--- src/rtl/sitd_pkg.sv ---
package sitd_pkg;
  typedef enum logic [1:0] {
    TP_ALL   = 2'b00,
    TP_BEGIN = 2'b01,
    TP_MID   = 2'b10,
    TP_END   = 2'b11
  } tpos_e;

  typedef enum logic [1:0] {
    SS_DO_START    = 2'b00,
    SS_DO_COMPLETE = 2'b01
  } sstate_e;

  localparam logic SPLIT_START    = 1'b0;
  localparam logic SPLIT_COMPLETE = 1'b1;
endpackage

--- src/rtl/sitd_chunk.sv ---
// Picks the payload length of the next start split and the bytes left after it.
module sitd_chunk #(
  parameter int XFER_W      = 10,
  parameter int PLEN_W      = 8,
  parameter int MAX_PAYLOAD = 188
) (
  input  logic [XFER_W-1:0] rem_i,
  output logic [PLEN_W-1:0] len_o,
  output logic [XFER_W-1:0] rem_nxt_o
);
  localparam logic [XFER_W-1:0] CAP = XFER_W'(MAX_PAYLOAD);

  always_comb begin
    if (rem_i > CAP) len_o = PLEN_W'(MAX_PAYLOAD);
    else             len_o = rem_i[PLEN_W-1:0];
    rem_nxt_o = rem_i - XFER_W'(len_o);
  end
endmodule

--- src/rtl/sitd_addr_gen.sv ---
// Forms the buffer address and advances the offset, flagging a frame wrap.
module sitd_addr_gen #(
  parameter int PTR_W  = 20,
  parameter int OFF_W  = 12,
  parameter int PLEN_W = 8
) (
  input  logic [PTR_W-1:0]       page0_i,
  input  logic [PTR_W-1:0]       page1_i,
  input  logic                   psel_i,
  input  logic [OFF_W-1:0]       offset_i,
  input  logic [PLEN_W-1:0]      len_i,
  output logic [PTR_W+OFF_W-1:0] addr_o,
  output logic [OFF_W-1:0]       offset_nxt_o,
  output logic                   wrap_o
);
  logic [OFF_W:0] sum;

  always_comb begin
    addr_o       = {(psel_i ? page1_i : page0_i), offset_i};
    sum          = {1'b0, offset_i} + (OFF_W+1)'(len_i);
    offset_nxt_o = sum[OFF_W-1:0];
    wrap_o       = sum[OFF_W];
  end
endmodule

--- src/rtl/sitd_pos_next.sv ---
// Steps the split count and the payload position code after a start split.
module sitd_pos_next
  import sitd_pkg::*;
#(
  parameter int TC_W = 3
) (
  input  tpos_e           tpos_i,
  input  logic [TC_W-1:0] tcount_i,
  output tpos_e           tpos_nxt_o,
  output logic [TC_W-1:0] tcount_nxt_o,
  output logic            last_o
);
  always_comb begin
    tcount_nxt_o = tcount_i - TC_W'(1);
    last_o       = (tcount_i == TC_W'(1));
    tpos_nxt_o   = tpos_i;
    if (tpos_i != TP_ALL) begin
      if (tcount_nxt_o == TC_W'(1))     tpos_nxt_o = TP_END;
      else if (tcount_nxt_o > TC_W'(1)) tpos_nxt_o = TP_MID;
    end
  end
endmodule

--- src/rtl/sitd_out_seq.sv ---
module sitd_out_seq
  import sitd_pkg::*;
#(
  parameter int PTR_W       = 20,
  parameter int OFF_W       = 12,
  parameter int XFER_W      = 10,
  parameter int TC_W        = 3,
  parameter int MAX_PAYLOAD = 188,
  parameter int MAX_TCOUNT  = 6
) (
  input  logic                   clk,
  input  logic                   rst_n,
  input  logic                   load_i,
  input  logic [PTR_W-1:0]       ld_page0_i,
  input  logic [PTR_W-1:0]       ld_page1_i,
  input  logic [OFF_W-1:0]       ld_offset_i,
  input  logic                   ld_psel_i,
  input  logic [1:0]             ld_tpos_i,
  input  logic [TC_W-1:0]        ld_tcount_i,
  input  logic [XFER_W-1:0]      ld_len_i,
  input  logic                   tick_i,
  input  logic                   smask_hit_i,
  input  logic                   cmask_hit_i,
  input  logic                   hold_off_i,
  output logic                   iss_o,
  output logic                   iss_split_o,
  output logic [PTR_W+OFF_W-1:0] iss_addr_o,
  output logic [$clog2(MAX_PAYLOAD+1)-1:0] iss_len_o,
  output logic [1:0]             iss_pos_o,
  output logic [OFF_W-1:0]       wb_offset_o,
  output logic                   wb_psel_o,
  output logic [1:0]             wb_tpos_o,
  output logic [TC_W-1:0]        wb_tcount_o,
  output logic [1:0]             wb_sstate_o,
  output logic                   wb_active_o,
  output logic                   wb_missed_o,
  output logic                   err_o
);
  localparam int ADDR_W = PTR_W + OFF_W;
  localparam int PLEN_W = $clog2(MAX_PAYLOAD + 1);

  // descriptor state
  logic [PTR_W-1:0]  page0_q, page0_d, page1_q, page1_d;
  logic [OFF_W-1:0]  off_q, off_d;
  logic              psel_q, psel_d;
  tpos_e             tpos_q, tpos_d;
  logic [TC_W-1:0]   tc_q, tc_d;
  sstate_e           ss_q, ss_d;
  logic              active_q, active_d;
  logic              missed_q, missed_d;
  logic              err_q, err_d;
  logic [XFER_W-1:0] rem_q, rem_d;
  // issue bundle
  logic              iss_q, iss_d;
  logic              split_q, split_d;
  logic [ADDR_W-1:0] addr_q, addr_d;
  logic [PLEN_W-1:0] len_q, len_d;
  tpos_e             pos_q, pos_d;

  logic [PLEN_W-1:0] chunk_len;
  logic [XFER_W-1:0] rem_nxt;
  logic [ADDR_W-1:0] cur_addr;
  logic [OFF_W-1:0]  off_nxt;
  logic              wrap;
  tpos_e             tpos_nxt;
  logic [TC_W-1:0]   tc_nxt;
  logic              last_start;
  logic              start_go, cs_slot, ld_ok, desc_en;

  sitd_chunk #(.XFER_W(XFER_W), .PLEN_W(PLEN_W), .MAX_PAYLOAD(MAX_PAYLOAD)) u_chunk (
    .rem_i(rem_q), .len_o(chunk_len), .rem_nxt_o(rem_nxt)
  );

  sitd_addr_gen #(.PTR_W(PTR_W), .OFF_W(OFF_W), .PLEN_W(PLEN_W)) u_addr (
    .page0_i(page0_q), .page1_i(page1_q), .psel_i(psel_q), .offset_i(off_q),
    .len_i(chunk_len), .addr_o(cur_addr), .offset_nxt_o(off_nxt), .wrap_o(wrap)
  );

  sitd_pos_next #(.TC_W(TC_W)) u_pos (
    .tpos_i(tpos_q), .tcount_i(tc_q), .tpos_nxt_o(tpos_nxt),
    .tcount_nxt_o(tc_nxt), .last_o(last_start)
  );

  assign start_go = tick_i & smask_hit_i & active_q & (ss_q == SS_DO_START) & (tc_q != '0);
  assign cs_slot  = tick_i & cmask_hit_i & active_q & (ss_q == SS_DO_COMPLETE);
  assign ld_ok    = (ld_tcount_i != '0) && (ld_tcount_i <= TC_W'(MAX_TCOUNT));
  assign desc_en  = load_i | tick_i;

  always_comb begin
    page0_d  = page0_q;
    page1_d  = page1_q;
    off_d    = off_q;
    psel_d   = psel_q;
    tpos_d   = tpos_q;
    tc_d     = tc_q;
    ss_d     = ss_q;
    active_d = active_q;
    missed_d = missed_q;
    err_d    = err_q;
    rem_d    = rem_q;
    iss_d    = 1'b0;
    split_d  = split_q;
    addr_d   = addr_q;
    len_d    = len_q;
    pos_d    = pos_q;
    if (load_i) begin
      page0_d  = ld_page0_i;
      page1_d  = ld_page1_i;
      off_d    = ld_offset_i;
      psel_d   = ld_psel_i;
      tpos_d   = tpos_e'(ld_tpos_i);
      tc_d     = ld_tcount_i;
      rem_d    = ld_len_i;
      ss_d     = SS_DO_START;
      missed_d = 1'b0;
      active_d = ld_ok;
      err_d    = ~ld_ok;
    end else if (start_go) begin
      iss_d   = 1'b1;
      split_d = SPLIT_START;
      addr_d  = cur_addr;
      len_d   = chunk_len;
      pos_d   = tpos_q;
      off_d   = off_nxt;
      tc_d    = tc_nxt;
      tpos_d  = tpos_nxt;
      rem_d   = rem_nxt;
      if (wrap && psel_q) begin
        err_d    = 1'b1;
        active_d = 1'b0;
      end else begin
        if (wrap)       psel_d = 1'b1;
        if (last_start) ss_d   = SS_DO_COMPLETE;
      end
    end else if (cs_slot) begin
      if (hold_off_i) begin
        missed_d = 1'b1;
      end else begin
        iss_d    = 1'b1;
        split_d  = SPLIT_COMPLETE;
        addr_d   = cur_addr;
        len_d    = '0;
        pos_d    = tpos_q;
        active_d = 1'b0;
        ss_d     = SS_DO_START;
      end
    end
  end

  always_ff @(posedge clk or negedge rst_n) begin
    if (!rst_n) begin
      page0_q  <= '0;
      page1_q  <= '0;
      off_q    <= '0;
      psel_q   <= 1'b0;
      tpos_q   <= TP_ALL;
      tc_q     <= '0;
      ss_q     <= SS_DO_START;
      active_q <= 1'b0;
      missed_q <= 1'b0;
      err_q    <= 1'b0;
      rem_q    <= '0;
    end else if (desc_en) begin
      page0_q  <= page0_d;
      page1_q  <= page1_d;
      off_q    <= off_d;
      psel_q   <= psel_d;
      tpos_q   <= tpos_d;
      tc_q     <= tc_d;
      ss_q     <= ss_d;
      active_q <= active_d;
      missed_q <= missed_d;
      err_q    <= err_d;
      rem_q    <= rem_d;
    end
  end

  always_ff @(posedge clk or negedge rst_n) begin
    if (!rst_n) begin
      iss_q   <= 1'b0;
      split_q <= SPLIT_START;
      addr_q  <= '0;
      len_q   <= '0;
      pos_q   <= TP_ALL;
    end else begin
      iss_q   <= iss_d;
      split_q <= split_d;
      addr_q  <= addr_d;
      len_q   <= len_d;
      pos_q   <= pos_d;
    end
  end

  assign iss_o       = iss_q;
  assign iss_split_o = split_q;
  assign iss_addr_o  = addr_q;
  assign iss_len_o   = len_q;
  assign iss_pos_o   = pos_q;
  assign wb_offset_o = off_q;
  assign wb_psel_o   = psel_q;
  assign wb_tpos_o   = tpos_q;
  assign wb_tcount_o = tc_q;
  assign wb_sstate_o = ss_q;
  assign wb_active_o = active_q;
  assign wb_missed_o = missed_q;
  assign err_o       = err_q;
endmodule

--- config.mk ---
export PLATFORM = sky130hd
export DESIGN_NAME = sitd_out_seq
export DESIGN_NICKNAME = d
export VERILOG_FILES = /design/src/rtl/sitd_pkg.sv /design/src/rtl/sitd_chunk.sv /design/src/rtl/sitd_addr_gen.sv /design/src/rtl/sitd_pos_next.sv /design/src/rtl/sitd_out_seq.sv
export SDC_FILE = /design/constraint.sdc
export NUM_CORES = 1
export LEC_CHECK = 0
export CORE_ASPECT_RATIO = 1.25
export CORE_MARGIN = 3
export CORE_UTILIZATION = 49
export DETAILED_ROUTE_END_ITERATION = 8
export PLACE_DENSITY = 0.89
export SLEW_MARGIN = 20
export SYNTH_ARGS = -nofsm -noshare
export SYNTH_HDL_FRONTEND = slang
export SYNTH_SLANG_ARGS = --single-unit
--- constraint.sdc ---
create_clock -name clk -period 4.3 [get_ports clk]
set_input_delay 0.43 -clock clk [delete_from_list [all_inputs] [get_ports clk]]
set_output_delay 0.43 -clock clk [all_outputs]
set_load 0.01 [all_outputs]
After elaboration in Yosys (flattened, before gate mapping)
Index checks and enable logic that the tools add are counted.
- output and inout port bits: 67
- bits of input ports: 75
- flip-flop bits (word level): 117
- word-level logic and storage cells: 117
- add/subtract/negate cells: 3
- mux-type cells: 51
- bitwise operators: 10
- reductions and logical operators: 24
- equality and inequality tests: 10
- $lt $le $gt $ge: 3
- operators by type and width (operator ; count):
    2-to-1 mux 32 bit ; 3
    2-to-1 mux 8 bit ; 4
    2-to-1 mux 2 bit ; 14
    2-to-1 mux 12 bit ; 2
    2-to-1 mux 1 bit ; 23
    2-to-1 mux 10 bit ; 2
    2-to-1 mux 20 bit ; 1
    AND reduction 4 bit ; 4
    nonzero test 2 bit ; 8
    adder 12 x 8 -> 13 bit ; 1
    nonzero test 3 bit ; 4
    greater-than comparator 10 x 8 -> 1 bit (second input constant) ; 1
    subtractor 10 x 8 -> 10 bit ; 1
    bitwise AND 1 bit ; 7
    equality test 3 x 1 -> 1 bit (second input constant) ; 2
    2-to-1 mux 3 bit ; 2
    != test 3 x 2 -> 1 bit (second input constant) ; 2
    != test 3 bit (second input constant) ; 2
    AND reduction 3 bit ; 2
    AND reduction 5 bit ; 1
    != test 2 bit (second input constant) ; 2
    AND reduction 2 bit ; 2
    greater-than comparator 3 x 1 -> 1 bit (second input constant) ; 1
    less-or-equal comparator 3 bit (second input constant) ; 1
    7 further kinds ; 9

Longest topological paths before layout
Gate-level depths: netlist of run 1.
- depth in word-level cells: 7
- depth in mapped cells: 13
- mapped depth without buffers: 12

Hierarchy
From an unflattened synthesis of run 1, not the netlist that was laid out.
- cell total of the unflattened synthesis: 600
- area total of the unflattened synthesis: 6490.0 sq um
- by module, submodules not included (module ; instances ; area each (sq um) ; seq. area each (sq um) ; cells an instance):
    sitd_out_seq ; 1 ; 5188.7 ; 2902.8 ; 435
    sitd_addr_gen ; 1 ; 793.3 ; 0.0 ; 93
    sitd_chunk ; 1 ; 406.6 ; 0.0 ; 59
    sitd_pos_next ; 1 ; 101.3 ; 0.0 ; 13

Worst setup path before layout of run 1
No wires, ideal clock.
- kind: register to register
- start point: reg rem_q[2]
- end point: reg off_q[10] (netlist: wb_offset_o[10])
- clock period less this slack: 2.975 ns
- path buffers: 1
- data required time: 4.167 ns
- arrival time: 2.842 ns
- setup slack: 1.325 ns
- cell stages (with the launch flop): 14
- setup time: 0.133 ns
- cell sequence: dfrtp_1 and4_1 clkbuf_1 nand2_1 o21ai_0 nor2_1 ha_1 fa_1 a211oi_1 o21bai_1 a41oi_1 nor2_1 xnor2_1 o21ai_0
- word-level cells in the longest chain between the ends: 5
- RTL lines (what ; line ; source):
    from (decl) ; sitd_out_seq.sv:52 ; logic [XFER_W-1:0] rem_q, rem_d;
    from (signal assigned) ; sitd_out_seq.sv:174 ; rem_q <= rem_d;
    greater-than comparator 10 x 8 -> 1 bit ; sitd_chunk.sv:14 ; if (rem_i > CAP) len_o = PLEN_W'(MAX_PAYLOAD);
    2-to-1 mux 8 bit (*) ; sitd_chunk.sv:14 ;
    adder 12 x 8 -> 13 bit (*) ; sitd_addr_gen.sv:20 ; sum = {1'b0, offset_i} + (OFF_W+1)'(len_i);
    2-to-1 mux 12 bit (*) ; sitd_out_seq.sv:118 ; end else if (start_go) begin
    2-to-1 mux 12 bit (*) ; sitd_out_seq.sv:106 ; if (load_i) begin
    to (signal assigned) ; sitd_out_seq.sv:154 ; off_q <= '0;
    to (signal assigned) ; sitd_out_seq.sv:166 ; off_q <= off_d;
    to (decl) ; sitd_out_seq.sv:44 ; logic [OFF_W-1:0] off_q, off_d;
Mark *: on every way between the ends. The rest lies on a longest branch, timed or not. The select of a mux whose other input is x is not followed.
A chain may end at the register's enable or synchronous reset.

Worst setup path in the final report of run 1
Same ends and word-level chain as after synthesis.

==> flow_metrics.env, run 1 <==
export IMPL_p_switching_mw=1.089
export IMPL_vias=4324
export IMPL_synth_seq_area_share_pct=51.73
export IMPL_ys_types=50
export IMPL_crit_type="register to register"
export IMPL_synth_fp_nets=597
export IMPL_die_w_um=101.7
export IMPL_syn_inst=507
export IMPL_ir_drop_uv=394.3
export IMPL_h_tree_depth=4
export IMPL_cts_resized_gates=0
export IMPL_synthFlopType="dfrtp_1"
export IMPL_netSwitchingFraction_pct=27.71
export IMPL_path_max_fanout=9
export IMPL_tightest_slew_ps=665.7
export IMPL_rsz0062_at_grt="no"
export IMPL_critPathTopFamily="compound AO/OA/AOI/OAI gates"
export IMPL_cp_cell_sequence="and4_1, nand2_1, o21ai_0, nor2_1, ha_1, fa_1, a211oi_1, o21bai_1, a41oi_1, nor2_1, xnor2_1, o21ai_0"
export IMPL_die_y_um=125.6
export IMPL_hold_path_class="input port to async pin"
export IMPL_yosysTopAreaCell="dfrtp_1"
export IMPL_critPathArrivalTime_ps=3750
export IMPL_cts_root_buffer="clkbuf_16"
export IMPL_synthesis_area_um2=5612
export IMPL_dieArea_um2=12780
export IMPL_grt_max_degree=53
export IMPL_seqPwrFrac_pct=36.9
export IMPL_holdWs_ps=33.45
export IMPL_critPathBufInv=0
export IMPL_cts_tree="yes"
export IMPL_cp_slowest_cell="dfrtp_1"
export IMPL_power_share_clock_pct=38.6
export IMPL_synth_seq_cells=116
export IMPL_cts_made_buffers=17
export IMPL_gp_congestion=0.9559
export IMPL_synth_edf_count=0
export IMPL_dpl_instance_area_um2=6993
export IMPL_antenna_cells=0
export IMPL_ys_warn_count=0
export IMPL_area_delta_synth_final_pct=36.03
export IMPL_cp_required_ps=4570
export IMPL_layout_drive_gt1_share_pct=15.86
export IMPL_async_flop_share_pct=100.0
export IMPL_ant_nets=0
export IMPL_cp_start_kind="register"
export IMPL_cts_num_sinks=116
export IMPL_post_route_min_period_ps=3474
export IMPL_dp_slack_ps=931.3
export IMPL_nets=720
export IMPL_setup_viol=0
export IMPL_dp_hpwl_um=9894
export IMPL_clockBufferDepth=2
export IMPL_design_area_um2=7634
export IMPL_yosysMostFrequentCell="dfrtp_1"
export IMPL_grt_ovfl_total=0
export IMPL_postCtsSetupBuffers=0
export IMPL_cpPeakStageDelay_ps=460
export IMPL_hold_viol=0
export IMPL_total_power_mw=3.932
export IMPL_drtPass1Iterations=4
export IMPL_wirelength_um=14540
export IMPL_ios=142
export IMPL_cap_violations=0
export IMPL_synth_top_area_share_pct=51.73
export IMPL_comb_power_share_pct=24.5
export IMPL_status="completed"
export IMPL_worstSetupEndpointType="register"
export IMPL_yosys_top_cells_area="dfrtp_1 (52%), mux2_2 (8.8%), o21ai_0 (4.5%), mux2i_1 (4.3%), nand2_1 (3.9%)"
export IMPL_drt_drc_violations_left=0
export IMPL_fin_crit_sh_pct=80.80
export IMPL_cts_reportedPaths_clkPinSlew_ps=60
export IMPL_initialDrtViolationCount=313
export IMPL_p_int_mw=2.843
export IMPL_p_leak_nw=3.347
export IMPL_grt_pass1_wl_um=24010
export IMPL_viasPerCell=5.558
export IMPL_grtUsageTotal_pct=24.12
export IMPL_post_drt_wl_per_cell_um=18.69
export IMPL_maxSlewViolCount=0
export IMPL_skew_ps=7.067
export IMPL_antenna_found_initial=0
export IMPL_finalSetupTns_ps=0
export IMPL_worst_slack_ps=825.6
export IMPL_avgSynthCellArea_um2=11.07
export IMPL_synth_common_cells="dfrtp_1 (116), nand2_1 (59), o21ai_0 (50)"
export IMPL_coreArea_um2=11140
export IMPL_cts_hold_buf=0
export IMPL_grt_pass1_vias=4800
export IMPL_powerDensity_nw_per_um2=515.1
export IMPL_relSlewSlack_pct=55.62
export IMPL_clk_insertion_delay_late_ps=410
export IMPL_num_rows=43
export IMPL_initial_core_util_pct=50.39
export IMPL_io_buffers=140
export IMPL_max_freq_ghz=0.2878
-- power groups by stage --
stage | clock network [mW] | registers (mW) | logic [mW]
2_1_floorplan | 0 | 1.49 | 0.427
3_3_place_gp | 0 | 1.45 | 0.929
3_5_place_dp | 0 | 1.46 | 0.961
4_1_cts | 1.54 | 1.45 | 0.974
5_1_grt | 1.59 | 1.48 | 1.05
6_report | 1.52 | 1.45 | 0.963
-- cell usage in the layout (no fill, tap or decap), types with 9 or more instances in the layout --
cell               n
a21oi_1           23
buf_4              9
clkbuf_16         17
clkdlybuf4s50_1  138
dfrtp_1          116
ha_1              14
mux2_2            44
mux2_4            11
mux2i_1           24
nand2_1           59
nor2_1            26
o21ai_0           50
-- registers in the layout, summed over array words and instances (netlist names) --
signal       count
err_o            1
wb_tcount_o      3
page1_q         20
wb_sstate_o      1
wb_offset_o     12
iss_split_o      1
iss_o            1
iss_pos_o        2
iss_addr_o      32
wb_tpos_o        2
wb_psel_o        1
wb_missed_o      1
page0_q         20
wb_active_o      1
iss_len_o        8
rem_q           10
-- logic make-up after synthesis --
kind of cell,after synthesis,share of synthesized area (%)
buf+inv,52,4.950
flops,116,51.73
compound gates,115,12.40
xor+xnor,13,2.029
simple gates,115,9.230
fa+ha+maj,15,3.478
other cells,2,0.1338
mux,79,16.05
-- final cells by class --
class,instances,area (µm²)
Tap cell,135,168.9
Multi-Input combinational cell,339,2439
Clock buffer,18,439.2
Timing Repair Buffer,147,1449
Inverter,9,33.78
Sequential cell,116,2903
Fill cell,756,3503
Clock inverter,14,201.4
-- final timing paths --
check,start,endpoint,slack [ps],depth (start not counted)
min reg2reg,iss_addr_o[28],iss_addr_o[28],490,2
max,rem_q[2],wb_offset_o[10],830,12
max reg2reg,rem_q[2],wb_offset_o[10],830,12
min,rst_n,iss_addr_o[29],30,1
max in group asynchronous,rst_n,iss_addr_o[0],3340,2
min in group clk,iss_addr_o[28],iss_addr_o[28],490,2
-- stage by stage --
step | cells | util [%]
4_1_cts | 778 | 68.54
5_1_grt | 778 | 68.54
2_1_floorplan | 507 | -
3_5_place_dp | 746 | 62.79
3_3_place_gp | 746 | 62.79
6_report | 778 | 68.54
-- layer usage --
| layer | global-route usage [%] | wire length [µm] | vias to the layer above |
|---|---|---|---|
| met5 | 0 | 0 | - |
| met4 | 8.607 | 331 | 0 |
| met3 | 8.587 | 1198 | 32 |
| met2 | 39.98 | 7372 | 170 |
| met1 | 28.77 | 5639 | 2111 |
| li1 | - | - | 2011 |
No activity file was read; power rests on OpenSTA's default activity.
==> run 2: changes to the inputs <==
- clock period: 4.3 -> 3.6 ns (I/O delays scaled with it)
==> run 2 against run 1 <==
Register-to-register slack worse by 540 ps. Final area unchanged. Setup slack worse by 540 ps. First-iteration DRC count down 5.8%. Sequential cell count unchanged. Highest routed layer unchanged.
==> flow_metrics.env, run 2 (synthesized netlist as in run 1, its figures left out) <==
export IMPL_powerDensity_nw_per_um2=612.1
export IMPL_dp_slack_ps=164.0
export IMPL_worstSetupEndpointType="register"
export IMPL_design_area_um2=7634
export IMPL_reg2reg_from="rem_q[2]"
export IMPL_fill_cells=786
export IMPL_clk_insertion_delay_late_ps=410
export IMPL_holdWs_ps=71.12
export IMPL_dp_hpwl_um=10080
export IMPL_cts_hold_buf=0
export IMPL_die_y_um=125.6
export IMPL_seqPwrFrac_pct=37.0
export IMPL_dpl_instance_area_um2=6998
export IMPL_antenna_found_initial=0
export IMPL_netSwitchingFraction_pct=27.74
export IMPL_post_route_min_period_ps=3317
export IMPL_ios=142
export IMPL_h_tree_depth=4
export IMPL_relSlewSlack_pct=41.56
export IMPL_drt_drc_violations_left=0
export IMPL_postCtsSetupBuffers=0
export IMPL_status="completed"
export IMPL_cap_violations=0
export IMPL_power_share_clock_pct=38.1
export IMPL_coreArea_um2=11140
export IMPL_ant_nets=0
export IMPL_dp_cells=745
export IMPL_cp_required_ps=3910
export IMPL_skew_ps=9.583
export IMPL_wirelength_um=14470
export IMPL_die_w_um=101.7
export IMPL_p_switching_mw=1.296
export IMPL_layout_commonest_cell="clkdlybuf4s50_1"
export IMPL_final_cell_mix="clkdlybuf4s50_1 (138), dfrtp_1 (116), nand2_1 (59), o21ai_0 (49), mux2_2 (44)"
export IMPL_cts_num_sinks=116
export IMPL_cts_root_buffer="clkbuf_16"
export IMPL_area_delta_synth_final_pct=36.03
export IMPL_rrSetupSlack_ps=280
export IMPL_hold_path_class="input port to async pin"
export IMPL_hold_viol=0
export IMPL_cts_tree="yes"
export IMPL_p_int_mw=3.376
export IMPL_max_freq_ghz=0.3015
export IMPL_initialDrtViolationCount=295
export IMPL_fin_crit_sh_pct=92.14
export IMPL_tightest_slew_ps=876.6
export IMPL_r2r_cells=12
export IMPL_antenna_cells=0
export IMPL_num_rows=43
export IMPL_io_buffers=140
export IMPL_grt_ovfl_total=0
export IMPL_clockBufferDepth=2
export IMPL_initial_core_util_pct=50.39
export IMPL_viasPerCell=5.644
export IMPL_stdcell_count=776
export IMPL_grt_pass1_wl_um=23580
export IMPL_grt_pass1_vias=4759
export IMPL_grt_max_degree=70
export IMPL_vias=4380
export IMPL_path_max_fanout=9
export IMPL_critPathArrivalTime_ps=3630
export IMPL_comb_power_share_pct=24.9
export IMPL_cts_resized_gates=0
export IMPL_rsz0062_at_grt="no"
export IMPL_setup_viol=0
export IMPL_finalSetupTns_ps=0
export IMPL_crit_type="register to register"
export IMPL_gp_congestion=0.9329
export IMPL_rr_endpoint="wb_offset_o[10]"
export IMPL_p_leak_nw=3.341
export IMPL_ir_drop_uv=396.4
export IMPL_drtPass1Iterations=5
export IMPL_cts_reportedPaths_clkPinSlew_ps=60
export IMPL_nets=719
export IMPL_grtUsageTotal_pct=23.72
export IMPL_dieArea_um2=12780
export IMPL_maxSlewViolCount=0
export IMPL_worst_slack_ps=282.9
export IMPL_cp_start_kind="register"
export IMPL_largest_reg_flops=32
export IMPL_layout_drive_gt1_share_pct=15.91
export IMPL_post_drt_wl_per_cell_um=18.65
export IMPL_cts_made_buffers=17
run 2: cell type report:
cell class / instances / area (µm²) / area share [%]
Inverter: 9 / 33.78 / 0.4426
Multi-Input combinational cell: 339 / 2447 / 32.06
Tap cell: 135 / 168.9 / 2.213
Sequential cell: 116 / 2903 / 38.03
Clock inverter: 14 / 201.4 / 2.639
Timing Repair Buffer: 146 / 1454 / 19.05
Clock buffer: 17 / 425.4 / 5.573
run 2: how the worst max path moves through the flow:
stage          startpoint  slack (ps)               to
2_1_floorplan    rem_q[2]         620  wb_offset_o[10]
3_3_place_gp     rem_q[2]         400  wb_offset_o[10]
3_5_place_dp     rem_q[2]         160  wb_offset_o[10]
4_1_cts          rem_q[2]          20  wb_offset_o[10]
5_1_grt          rem_q[2]          30   wb_offset_o[8]
6_report         rem_q[2]         280  wb_offset_o[10]
run 2: metal layers:
metal / vias up / wire length, µm / track usage (%)
li1: 2010 / - / -
met1: 2151 / 5573 / 27.84
met2: 190 / 7414 / 39.33
met3: 29 / 1163 / 8.809
met4: 0 / 319 / 8.920
met5: - / 0 / 0
run 2: through the flow:
step                total power, mW  utilization, %
floorplan                     2.288               -
global placement              2.836           62.84
detailed placement            2.898           62.84
CTS                           4.709           68.46
global route                  4.887           68.54
finish                        4.672           68.54
run 2: critical path, cell delays in order (launching register included):
cell and delay, ps:
dfrtp_1 460, and4_2 360, nand2_1 100, o21ai_1 340, nor2_1 100, ha_1 240
fa_1 430, a211oi_1 300, o21bai_1 170, a41oi_2 330, nor2_1 100, xnor2_1 120
o21ai_0 170
run 2: power by group through the flow:
stage	clock network (mW)	registers, mW	logic, mW
4_1_cts	1.81	1.73	1.17
5_1_grt	1.87	1.76	1.26
2_1_floorplan	0	1.78	0.510
3_3_place_gp	0	1.73	1.11
3_5_place_dp	0	1.74	1.16
6_report	1.78	1.73	1.16
